**config.mk**
```make
export PLATFORM = sky130hd
export DESIGN_NAME = serial_byte_rx
export DESIGN_NICKNAME = d
export VERILOG_FILES = /design/src/rtl/sbr_pkg.sv /design/src/rtl/sbr_sync.sv /design/src/rtl/sbr_edge.sv /design/src/rtl/sbr_shifter.sv /design/src/rtl/serial_byte_rx.sv
export SDC_FILE = /design/constraint.sdc
export NUM_CORES = 1
export LEC_CHECK = 0
export ABC_CLOCK_PERIOD_IN_PS = 3900
export BUFFER_PORTS_ARGS = -buffer_cell sky130_fd_sc_hd__buf_4
export CAP_MARGIN = 20
export CORE_ASPECT_RATIO = 0.75
export CORE_MARGIN = 2
export CORE_UTILIZATION = 56
export DETAILED_ROUTE_END_ITERATION = 10
export PLACE_DENSITY = 0.79
export SLEW_MARGIN = 20
export SYNTH_ARGS = -nofsm -noshare
export SYNTH_HDL_FRONTEND = slang
export SYNTH_SLANG_ARGS = --single-unit
```
**constraint.sdc**
```tcl
create_clock -name clk -period 3.9 [get_ports clk]
set_clock_uncertainty 0.2 [all_clocks]
set_input_delay 0.78 -clock clk [delete_from_list [all_inputs] [get_ports clk]]
set_output_delay 0.78 -clock clk [all_outputs]
set_load 0.02 [all_outputs]
```
**src/rtl/sbr_pkg.sv**
```systemverilog
// Shared constants for the serial byte receiver.
// Assumes: bytes are 8 bits; the link carries four single-bit lines.
package sbr_pkg;
    localparam int BYTE_W   = 8;
    localparam int CNT_W    = $clog2(BYTE_W);
    localparam int LINK_W   = 4;
    // bit positions of the link lines inside the synchronized vector
    localparam int L_CS     = 0;
    localparam int L_SCK    = 1;
    localparam int L_SDI    = 2;
    localparam int L_SEL    = 3;
    // idle levels taken by the synchronizer during reset
    localparam logic [LINK_W-1:0] LINK_IDLE = 4'b0011;
endpackage

```
**src/rtl/sbr_sync.sv**
```systemverilog
// Multi-stage synchronizer for a vector of independent single-bit lines.
// Assumes: each bit is quasi-static relative to clk; reset loads RST_VAL.
module sbr_sync #(
    parameter int            WIDTH   = 4,
    parameter int            STAGES  = 2,
    parameter logic [WIDTH-1:0] RST_VAL = '0
) (
    input  logic             clk,
    input  logic             rst_n,
    input  logic [WIDTH-1:0] d_in,
    output logic [WIDTH-1:0] d_out
);
    logic [WIDTH-1:0] stage_q [STAGES];

    generate
        for (genvar s = 0; s < STAGES; s++) begin : g_stage
            // advance one synchronizer stage per clock
            always_ff @(posedge clk) begin
                if (!rst_n)
                    stage_q[s] <= RST_VAL;
                else if (s == 0)
                    stage_q[s] <= d_in;
                else
                    stage_q[s] <= stage_q[(s == 0) ? 0 : s-1];
            end
        end
    endgenerate

    assign d_out = stage_q[STAGES-1];
endmodule

```
**src/rtl/sbr_edge.sv**
```systemverilog
// Rising-edge finder for the synchronized serial clock.
// Assumes: sck_s is already synchronous; reset state treats the line as high
// so that a line sitting high at release does not produce a false edge.
module sbr_edge (
    input  logic clk,
    input  logic rst_n,
    input  logic sck_s,
    output logic sck_rise
);
    logic sck_prev;

    // remember last synchronized clock level
    always_ff @(posedge clk) begin
        if (!rst_n)
            sck_prev <= 1'b1;
        else
            sck_prev <= sck_s;
    end

    assign sck_rise = sck_s && !sck_prev;

    // two rising edges can never be found in adjacent cycles
    p_rise_isolated_r8: assert property (@(posedge clk) disable iff (!rst_n)
        sck_rise |=> !sck_rise);
endmodule

```
**src/rtl/sbr_shifter.sv**
```systemverilog
// Bit counter and shift register: frames bytes MSB first and emits a strobe.
// Assumes: inputs are synchronized and mutually aligned; bit_take pulses at
// most once per serial clock period.
module sbr_shifter
    import sbr_pkg::*;
(
    input  logic              clk,
    input  logic              rst_n,
    input  logic              cs_n_s,
    input  logic              bit_take,
    input  logic              sdi_s,
    input  logic              sel_s,
    output logic              out_valid,
    output logic [BYTE_W-1:0] out_byte,
    output logic              out_tag
);
    localparam logic [CNT_W-1:0] LAST_BIT = CNT_W'(BYTE_W - 1);

    logic [CNT_W-1:0]  bit_cnt;
    logic [BYTE_W-1:0] shreg;
    logic [BYTE_W-1:0] next_shreg;
    logic              last_take;

    assign next_shreg = {shreg[BYTE_W-2:0], sdi_s};
    assign last_take  = bit_take && !cs_n_s && (bit_cnt == LAST_BIT);

    // count bits of the current byte; chip select high holds it at bit 7
    always_ff @(posedge clk) begin
        if (!rst_n || cs_n_s)
            bit_cnt <= '0;
        else if (bit_take)
            bit_cnt <= (bit_cnt == LAST_BIT) ? '0 : bit_cnt + 1'b1;
    end

    // shift each sampled data bit in from the low end
    always_ff @(posedge clk) begin
        if (!rst_n)
            shreg <= '0;
        else if (bit_take && !cs_n_s)
            shreg <= next_shreg;
    end

    // deliver completed byte and tag on a single-cycle strobe
    always_ff @(posedge clk) begin
        if (!rst_n) begin
            out_valid <= 1'b0;
            out_byte  <= '0;
            out_tag   <= 1'b0;
        end else begin
            out_valid <= last_take;
            if (last_take) begin
                out_byte <= next_shreg;
                out_tag  <= sel_s;
            end
        end
    end

    // chip select high keeps the counter at the first bit
    p_cnt_hold_r2: assert property (@(posedge clk) disable iff (!rst_n)
        cs_n_s |=> (bit_cnt == '0));
    // nothing is delivered while chip select is high
    p_idle_quiet_r2: assert property (@(posedge clk) disable iff (!rst_n)
        cs_n_s |=> !out_valid);
    // eighth taken bit wraps counter and produces the strobe
    p_wrap_emit_r5: assert property (@(posedge clk) disable iff (!rst_n)
        (bit_take && !cs_n_s && bit_cnt == LAST_BIT) |=> (out_valid && bit_cnt == '0));
    // strobe lasts one cycle
    p_pulse_single_r8: assert property (@(posedge clk) disable iff (!rst_n)
        out_valid |=> !out_valid);
endmodule

```
**src/rtl/serial_byte_rx.sv**
```systemverilog
// Serial command/data byte receiver top level.
// Assumes: clk is at least 4x the serial clock; rst_n is synchronous active low.
module serial_byte_rx
    import sbr_pkg::*;
#(
    parameter int SYNC_STAGES = 2
) (
    input  logic              clk,
    input  logic              rst_n,
    input  logic              link_cs_n,
    input  logic              link_sck,
    input  logic              link_sdi,
    input  logic              link_sel,
    output logic              byte_valid,
    output logic [BYTE_W-1:0] byte_data,
    output logic              byte_is_data
);
    logic [LINK_W-1:0] link_raw;
    logic [LINK_W-1:0] link_s;
    logic              sck_rise;

    assign link_raw[L_CS]  = link_cs_n;
    assign link_raw[L_SCK] = link_sck;
    assign link_raw[L_SDI] = link_sdi;
    assign link_raw[L_SEL] = link_sel;

    sbr_sync #(
        .WIDTH   (LINK_W),
        .STAGES  (SYNC_STAGES),
        .RST_VAL (LINK_IDLE)
    ) u_sync (
        .clk   (clk),
        .rst_n (rst_n),
        .d_in  (link_raw),
        .d_out (link_s)
    );

    sbr_edge u_edge (
        .clk      (clk),
        .rst_n    (rst_n),
        .sck_s    (link_s[L_SCK]),
        .sck_rise (sck_rise)
    );

    sbr_shifter u_shift (
        .clk       (clk),
        .rst_n     (rst_n),
        .cs_n_s    (link_s[L_CS]),
        .bit_take  (sck_rise),
        .sdi_s     (link_s[L_SDI]),
        .sel_s     (link_s[L_SEL]),
        .out_valid (byte_valid),
        .out_byte  (byte_data),
        .out_tag   (byte_is_data)
    );
endmodule

```
==> flow_summary.yaml, run 1 <==
worst_setup_path:
  worst_setup_path_end_kind: "flop"
  slowest_delay_ps: 590
  arrival_ps: 1960
  required_ps: 3880
  path_common_cell: "ha_1"
  worst_path_max_delay_cell: "nand4bb_1"
  r2r_setup_slack_ps: 1910
  path_max_fanout: 19
  worstSetupPathType: "flop to flop"
  crit_family: "simple AND/OR/NAND/NOR gates"
  cp-start-kind: "flop"
  path_cells: "ha_1 -> ha_1 -> nand4bb_1 -> nand3_1 -> o21ai_1"
  crit_buf_inv: 0
power_and_ir_drop:
  power.share.sequential_pct: 63.3
  pwr-share-comb_pct: 2.8
  clkPwrFrac_pct: 33.9
  switching_share_pct: 20.64
  ir_drop_v: 0.0002788
  p_sw_mw: 0.09834
  powerDensity_nw_per_um2: 418.0
  p_total_mw: 0.4764
  power.internal_mw: 0.3781
  leakage_nw: 0.4352
global_route:
  antenna_found_initial: 0
  grt_pass1_wl_mm: 2.387
  grt-ovfl-total: 0
  grt_max_degree: 30
  grt_pass1_vias: 555
  track_usage_pct: 17.52
final_layout:
  drive_above_1_share_pct: 18.58
  postLayoutCoreUtil_pct: 67.38
  nets: 120
  n_antenna_cell: 0
  area_growth_syn_to_layout_pct: 16.20
  layoutNonFillerInstCount: 135
  stdcell_area_um2: 1140
routing:
  antenna_left: 0
  via_count: 664
  drtIter0Drc: 16
  routedWlPerCell_um: 11.34
  wl_mm: 1.531
  avgViaCountPerCell: 4.919
  dr.pass1.iters: 4
  drc_errors: 0
logic_synthesis:
  netlist_area_um2: 980.9
  synth.avg_cell_area_um2: 10.33
  synth_top_area_share_pct: 59.18
  async_reset_ff_share_pct: 0
  syn-num-nets: 103
  synth.distinct_cells: 18
  synth-seq-area-share_pct: 59.18
  synth.area.top_cells: "dfxtp_1 (59%), mux2i_1 (8.2%), nand3_1 (4.6%)"
  synth_edf_count: 0
  synthFlopType: "dfxtp_1"
  yosysWarnings: 0
  yosysTopAreaCell: "dfxtp_1"
  synthCells: 95
  yosys_register_bits: 29
clock_network:
  cts_resized: 0
  cts_tree: "yes"
  cts_buffer_depth: 2
  numCtsBuffers: 5
  h-tree-depth: 2
  clock_latency_ps: 310
  cts_setup_buffers: 0
  cts_root_buffer: "clkbuf_4"
  clock-sinks: 29
  cts.clk_slew.worst_paths_ps: 80
  postCtsHoldBufs: 0
placement:
  gp_congestion: 0.7070
  hpwlAfterDp_mm: 1.064
  io_buffer_count: 15
  place_ws_ps: 1939
  dpl-instance-area_um2: 1091
  dp.cells: 127
floorplanning:
  start_util_pct: 57.99
  fp.dieH_um: 40.25
  core_area_um2: 1692
  die_w_um: 52.33
  rows: 13
  boundaryPins: 16
  die-area_um2: 2106
sta:
  drv_slew: 0
  fmax_mhz: 503.4
  grt_setup_unrepaired: "false"
  relSlewSlack_pct: 51.86
  fin_crit_sh_pct: 50.93
  setup_tns_ps: 0
  final-hold-violation-count: 0
  post-route-min-period_ps: 1986
  finalSetupViolCount: 0
  worst_hold_slack_ps: 209.8
  setup_ws_ps: 1914
  worst_pin_slew_ps: 718.0
run:
  cap_violations: 0
outcome:
  outcome: "complete, no violations"
min_path:
  hp-class: "flop to flop"
-- cell usage in the layout, fill, tap and decap left out --
cell type | netlist | layout
dfxtp_1 | 29 | 29
buf_4 | 0 | 15
nand2_1 | 12 | 12
nand3_1 | 9 | 9
o21ai_1 | 9 | 9
mux2i_1 | 8 | 8
nand2b_1 | 7 | 7
clkbuf_4 | 0 | 5
and2_1 | 4 | 4
nor2_1 | 3 | 3
clkbuf_1 | 1 | 3
a21oi_1 | 2 | 2
ha_1 | 2 | 2
nor2b_1 | 1 | 1
nand4bb_1 | 1 | 1
inv_1 | 1 | 1
nor2_4 | 1 | 1
nand3b_1 | 1 | 1
-- area by class of cell --
cell class / count / area [um2]
clock buffer: 8 / 48.80
fill: 151 / 551.8
inverter: 1 / 3.754
multi-input combinational: 60 / 366.6
sequential: 29 / 580.6
tap: 22 / 27.53
timing repair buffer: 15 / 112.6
-- sequential cells by signal, indices dropped and copies added (netlist names) --
name / count
u_shift.out_byte: 8
u_sync.stage_q: 8
u_shift.shreg: 7
u_shift.bit_cnt: 3
u_edge.sck_prev: 1
u_shift.out_tag: 1
u_shift.out_valid: 1
-- synthesized netlist by cell type, types with 2 or more instances --
master and count:
dfxtp_1 29, nand2_1 12, nand3_1 9, o21ai_1 9, mux2i_1 8, nand2b_1 7, and2_1 4, buf_2 3
nor2_1 3, a21oi_1 2, ha_1 2
-- final timing paths --
path / end / from / depth (start not counted)
setup / recovery: u_shift.out_byte[3] / u_shift.bit_cnt[0] / 5
hold / removal: u_sync.stage_q[1][1] / u_sync.stage_q[0][1] / 1
setup reg to reg: u_shift.out_byte[3] / u_shift.bit_cnt[0] / 5
hold reg to reg: u_sync.stage_q[1][1] / u_sync.stage_q[0][1] / 1
-- logic make-up after synthesis --
| logic type | synth area share (%) |
|---|---|
| DFF | 59.18 |
| buffers and inverters | 3.443 |
| AOI/OAI and AO/OA | 5.612 |
| adders and majority gates | 2.551 |
| muxes | 8.164 |
| and+or+nand+nor | 21.05 |
-- power by group through the flow --
stage	registers, mW	clock network, mW	logic [mW]
finish	0.302	0.162	0.0132
global route	0.302	0.178	0.0147
CTS	0.302	0.168	0.0134
detailed placement	0.309	0	0.0133
global placement	0.308	0	0.0127
floorplan	0.308	0	0.00879
-- metal layers --
| layer | up-vias | GRT usage (%) | wire, um |
|---|---|---|---|
| li1 | 351 | - | - |
| met3 | 2 | 10.07 | 83 |
| met1 | 294 | 19.77 | 777 |
| met5 | - | 0 | 0 |
| met2 | 17 | 26.56 | 653 |
| met4 | 0 | 9.615 | 17 |
(Power assumes the default switching activity.)
==> inputs of run 2 (changes only) <==
ABC_CLOCK_PERIOD_IN_PS = 1700   (was 3900)
CORE_UTILIZATION = 47   (was 56)
PLACE_DENSITY = 0.71   (was 0.79)
clock period = 1.7 ns   (was 3.9 ns; I/O delays follow)
==> flow_summary.yaml, run 2 (synthesis gave the netlist of run 1 again) <==
sta:
  fmax_mhz: 640.3
  relSlewSlack_pct: 81.12
  finalSetupViolCount: 0
  worst_pin_slew_ps: 282.5
  post-route-min-period_ps: 1562
  drv_slew: 0
  fin_crit_sh_pct: 91.87
  grt_setup_unrepaired: "false"
  setup_tns_ps: 0
  final-hold-violation-count: 0
routing:
  dr.pass1.iters: 4
  wl_mm: 1.606
  routedWlPerCell_um: 11.47
  avgViaCountPerCell: 4.793
  drtIter0Drc: 10
  drc_errors: 0
  via_count: 671
  antenna_left: 0
worst_setup_path:
  r2r-start: "u_shift.bit_cnt[0]"
  arrival_ps: 1580
  path_common_cell: "ha_1"
  worst_setup_path_end_kind: "flop"
  cp-start-kind: "flop"
  worstSetupPathType: "flop to flop"
  worst_path_max_delay_cell: "dfxtp_1"
  worstReg2RegEnd: "u_shift.out_byte[4]"
  path_max_fanout: 19
  crit_path_end: "u_shift.out_byte[4]"
  slowest_delay_ps: 370
  required_ps: 1710
  reg2reg_depth: 6
  path_cells: "ha_1 -> ha_1 -> nand4bb_1 -> buf_12 -> nand3_1 -> o21ai_1"
  startpoint: "u_shift.bit_cnt[0]"
  r2r_setup_slack_ps: 140
final_layout:
  area_growth_syn_to_layout_pct: 20.79
  n_antenna_cell: 0
  reg.largest.list: "u_shift.out_byte x8, u_sync.stage_q x8, u_shift.shreg x7"
  layout_common_cells: "dfxtp_1 (29), buf_4 (15), nand2_1 (12)"
  stdcell_area_um2: 1185
  drive_above_1_share_pct: 20.69
  nets: 123
  final_common_cell: "dfxtp_1"
clock_network:
  cts.clk_slew.worst_paths_ps: 90
  clock-sinks: 29
  clock_latency_ps: 330
  cts_resized: 0
  cts_buffer_depth: 2
  cts_root_buffer: "clkbuf_4"
  cts_tree: "yes"
  numCtsBuffers: 5
  h-tree-depth: 2
floorplanning:
  boundaryPins: 16
  rows: 14
  fp.dieH_um: 43.57
  die_w_um: 56.75
  core_area_um2: 1997
  die-area_um2: 2472
  start_util_pct: 49.12
global_route:
  antenna_found_initial: 0
  grt-ovfl-total: 0
  grt_pass1_vias: 615
  track_usage_pct: 15.23
  grt_pass1_wl_mm: 2.601
  grt_max_degree: 30
power_and_ir_drop:
  clkPwrFrac_pct: 34.3
  pwr-share-comb_pct: 3.0
  switching_share_pct: 21.87
  power.share.sequential_pct: 62.7
  leakage_nw: 0.4597
  power.internal_mw: 0.8629
  powerDensity_nw_per_um2: 932.0
  p_sw_mw: 0.2415
  ir_drop_v: 0.0005592
placement:
  dpl-instance-area_um2: 1114
  gp_congestion: 0.6452
  hpwlAfterDp_mm: 1.095
  io_buffer_count: 15
run:
  cap_violations: 0
min_path:
  hp-class: "input pin to flop"
outcome:
  outcome: "complete, no violations"
-- run 2: cell types whose count changed in the layout (fill, tap and decap cells not counted), sizes merged --
| cell | change |
|---|---|
| buf | +1 |
| dlygate4sd3 | +2 |
| clkbuf | -2 |
| clkinv | +2 |
-- run 2: worst max-delay path, delay by kind of cell (launching register included) --
kind | cells | cell delay [ps]
DFF | 1 | 370
adders and majority gates | 2 | 350
and+or+nand+nor | 2 | 260
buffers and inverters | 1 | 200
AOI/OAI and AO/OA | 1 | 60
-- run 2: timing repair --
| item | 4_1_cts | 5_1_grt |
|---|---|---|
| setup buffers | 0 | 0 |
| hold endpoints to repair | 2 | 0 |
| hold buffers | 2 | 0 |
-- run 2: metal layers --
metal	track usage (%)	up-vias	wire [um]
met2	25.81	16	766
met3	6.567	5	98
met5	0	-	0
met4	13.95	0	42
li1	-	359	-
met1	14.04	291	700
-- run 2: how the worst min path moves through the flow --
| stage | start | endpoint | slack (ps) | cells after the start |
|---|---|---|---|---|
| final | link_sdi | u_sync.stage_q[0][2] | 10 | 2 |
| after global routing | link_sdi | u_sync.stage_q[0][2] | 0.01 | 2 |
| after CTS | link_sdi | u_sync.stage_q[0][2] | 4 | 2 |
| after detailed placement | u_sync.stage_q[0][1] | u_sync.stage_q[1][1] | 200 | 1 |
| after global placement | u_sync.stage_q[0][1] | u_sync.stage_q[1][1] | 190 | 1 |
| after floorplan | u_sync.stage_q[0][0] | u_sync.stage_q[1][0] | 190 | 1 |
-- run 2: final cells by class --
type	instances	area, um2
fillers	181	812.0
multi-input cells	60	366.6
clock inverters	2	10.01
clock buffers	6	41.29
well taps	24	30.03
inverters	1	3.754
repair buffers	18	152.6
flip-flops and latches	29	580.6
-- run 2: through the flow --
stage / instances / power [mW] / utilization [%] / setup WS [ps] / hold WS [ps]
after floorplan: 95 / 0.7270 / - / 239.4 / 186.3
after global placement: 130 / 0.7370 / 55.76 / 260.1 / 191.1
after detailed placement: 130 / 0.7383 / 55.76 / 164.5 / 198.0
after CTS: 140 / 1.123 / 59.34 / 140.0 / 4.227
after global routing: 140 / 1.158 / 59.34 / 36.02 / 0.01310
final: 140 / 1.104 / 59.34 / 138.2 / 13.93
-- run 2: power by group through the flow --
stage | Sequential, mW | Clock [mW] | Combinational, mW
2_1_floorplan | 0.707 | 0 | 0.0202
3_3_place_gp | 0.708 | 0 | 0.0295
3_5_place_dp | 0.708 | 0 | 0.0300
4_1_cts | 0.692 | 0.397 | 0.0338
5_1_grt | 0.693 | 0.428 | 0.0368
6_report | 0.692 | 0.379 | 0.0334
==> inputs of run 3 (changes only) <==
BUFFER_PORTS_ARGS = not set   (was -buffer_cell sky130_fd_sc_hd__buf_4)
CORE_UTILIZATION = 52   (was 47)
DONT_BUFFER_PORTS = 1   (was not set)
PLACE_DENSITY = 0.7   (was 0.71)
==> flow_summary.yaml, run 3 (synthesis gave the netlist of run 1 again) <==
floorplanning:
  rows: 13
  core_area_um2: 1757
  start_util_pct: 55.84
  fp.dieH_um: 41.62
  boundaryPins: 16
  die-area_um2: 2253
  die_w_um: 54.15
clock_network:
  cts_tree: "yes"
  cts.clk_slew.worst_paths_ps: 90
  numCtsBuffers: 5
  cts_buffer_depth: 2
  clock-sinks: 29
  clock_latency_ps: 320
  cts_setup_buffers: 0
  cts_root_buffer: "clkbuf_4"
  h-tree-depth: 2
final_layout:
  n_antenna_cell: 0
  stdcell_area_um2: 1146
  area_growth_syn_to_layout_pct: 16.84
  nets: 112
  drive_above_1_share_pct: 8.571
  final_common_cell: "dfxtp_1"
  layout_common_cells: "dfxtp_1 (29), nand2_1 (12), nand3_1 (9), o21ai_1 (9), mux2i_1 (8)"
  reg.largest.list: "u_shift.out_byte x8, u_sync.stage_q x8, u_shift.shreg x7"
  multi_input_area_um2: 366.6
  n_fill_cell: 150
  regArea_um2: 580.6
worst_setup_path:
  reg2reg_depth: 6
  path_common_cell: "ha_1"
  worst_path_max_delay_cell: "dfxtp_1"
  worstSetupPathType: "flop to flop"
  r2r_setup_slack_ps: 140
  crit_buf_inv: 1
  worst_setup_path_end_kind: "flop"
  crit_family: "flip-flops"
  r2r-start: "u_shift.bit_cnt[0]"
  cp-start-kind: "flop"
  worstReg2RegEnd: "u_shift.out_byte[0]"
  path_max_fanout: 19
  arrival_ps: 1560
  required_ps: 1710
  path_cells: "ha_1 -> ha_1 -> nand4bb_1 -> buf_12 -> nand3_1 -> o21ai_1"
  slowest_delay_ps: 370
outcome:
  outcome: "complete, no violations"
placement:
  place_ws_ps: 181.7
  io_buffer_count: 0
  dpl-instance-area_um2: 998.5
  hpwlAfterDp_um: 967.8
  gp_congestion: 0.6399
global_route:
  track_usage_pct: 17.96
  grt-ovfl-total: 0
  antenna_found_initial: 0
  grt_max_degree: 23
  grt_pass1_vias: 650
  grt_pass1_wl_mm: 2.766
sta:
  fin_crit_sh_pct: 91.52
  drv_slew: 0
  worst_pin_slew_ps: 723.3
  setup_tns_ps: 0
  relSlewSlack_pct: 51.78
  fmax_mhz: 642.8
  grt_setup_unrepaired: "false"
  post-route-min-period_ps: 1556
  setup_ws_ps: 144.2
  final-hold-violation-count: 0
  worst_hold_slack_ps: 6.617
  finalSetupViolCount: 0
routing:
  dr_wl_met2_um: 712
  met3_length_um: 101
  antenna_left: 0
  wl_mm: 1.599
  drc_errors: 0
  via_count: 640
  routedWlPerCell_um: 12.59
  drtIter0Drc: 10
  top_layer_used: "met4"
  wl_met1_um: 739
  dr.pass1.iters: 4
  avgViaCountPerCell: 5.039
power_and_ir_drop:
  powerDensity_nw_per_um2: 1132
  p_total_mw: 1.297
  ir_drop_v: 0.0009474
  leakage_nw: 0.4202
min_path:
  hold_path_depth: 2
  worstHoldStart: "rst_n"
  hold-path-endpoint: "u_shift.out_byte[3]"
  hp-class: "input pin to flop"
run:
  cap_violations: 0
-- run 3: power by group --
group,switching [mW],internal [mW],total (mW)
clock network,0.223,0.351,0.575
registers,0.00377,0.688,0.692
logic,0.0137,0.0172,0.0310
total,0.241,1.06,1.30
-- run 3: worst max-delay path by stage --
stage,startpoint,slack (ps),cells after the start,endpoint
floorplan,u_shift.bit_cnt[0],240,6,u_shift.out_byte[0]
global placement,u_shift.bit_cnt[0],260,6,u_shift.out_tag
detailed placement,u_shift.bit_cnt[0],180,6,u_shift.out_byte[0]
CTS,rst_n,30,3,u_shift.shreg[6]
global route,u_shift.bit_cnt[0],0.6,6,u_shift.out_byte[0]
finish,u_shift.bit_cnt[0],140,6,u_shift.out_byte[0]
-- run 3: cell type report --
cell class	count	area share (%)
Sequential cell	29	50.66
Multi-Input combinational cell	60	31.99
Timing Repair Buffer	7	7.205
Clock buffer	7	4.803
Clock inverter	1	2.620
Tap cell	22	2.402
Inverter	1	0.3275
-- run 3: layer usage --
| metal | track usage, % | up-vias |
|---|---|---|
| met1 | 20.00 | 283 |
| met4 | 12.00 | 0 |
| met5 | 0 | - |
| met3 | 8.273 | 6 |
| li1 | - | 334 |
| met2 | 26.75 | 17 |
-- run 3: through the flow --
step                      instances  utilization, %
after floorplan                  95               -
after global placement          113           56.84
after detailed placement        113           56.84
after CTS                       127           65.10
after global routing            127           65.24
final                           127           65.24
-- run 3: what timing repair did --
action / CTS / global route
hold endpoints to repair: 19 / 0
gates resized for setup: 0 / 1
hold buffers: 6 / 0
endpoints found under the setup margin: 0 / 4
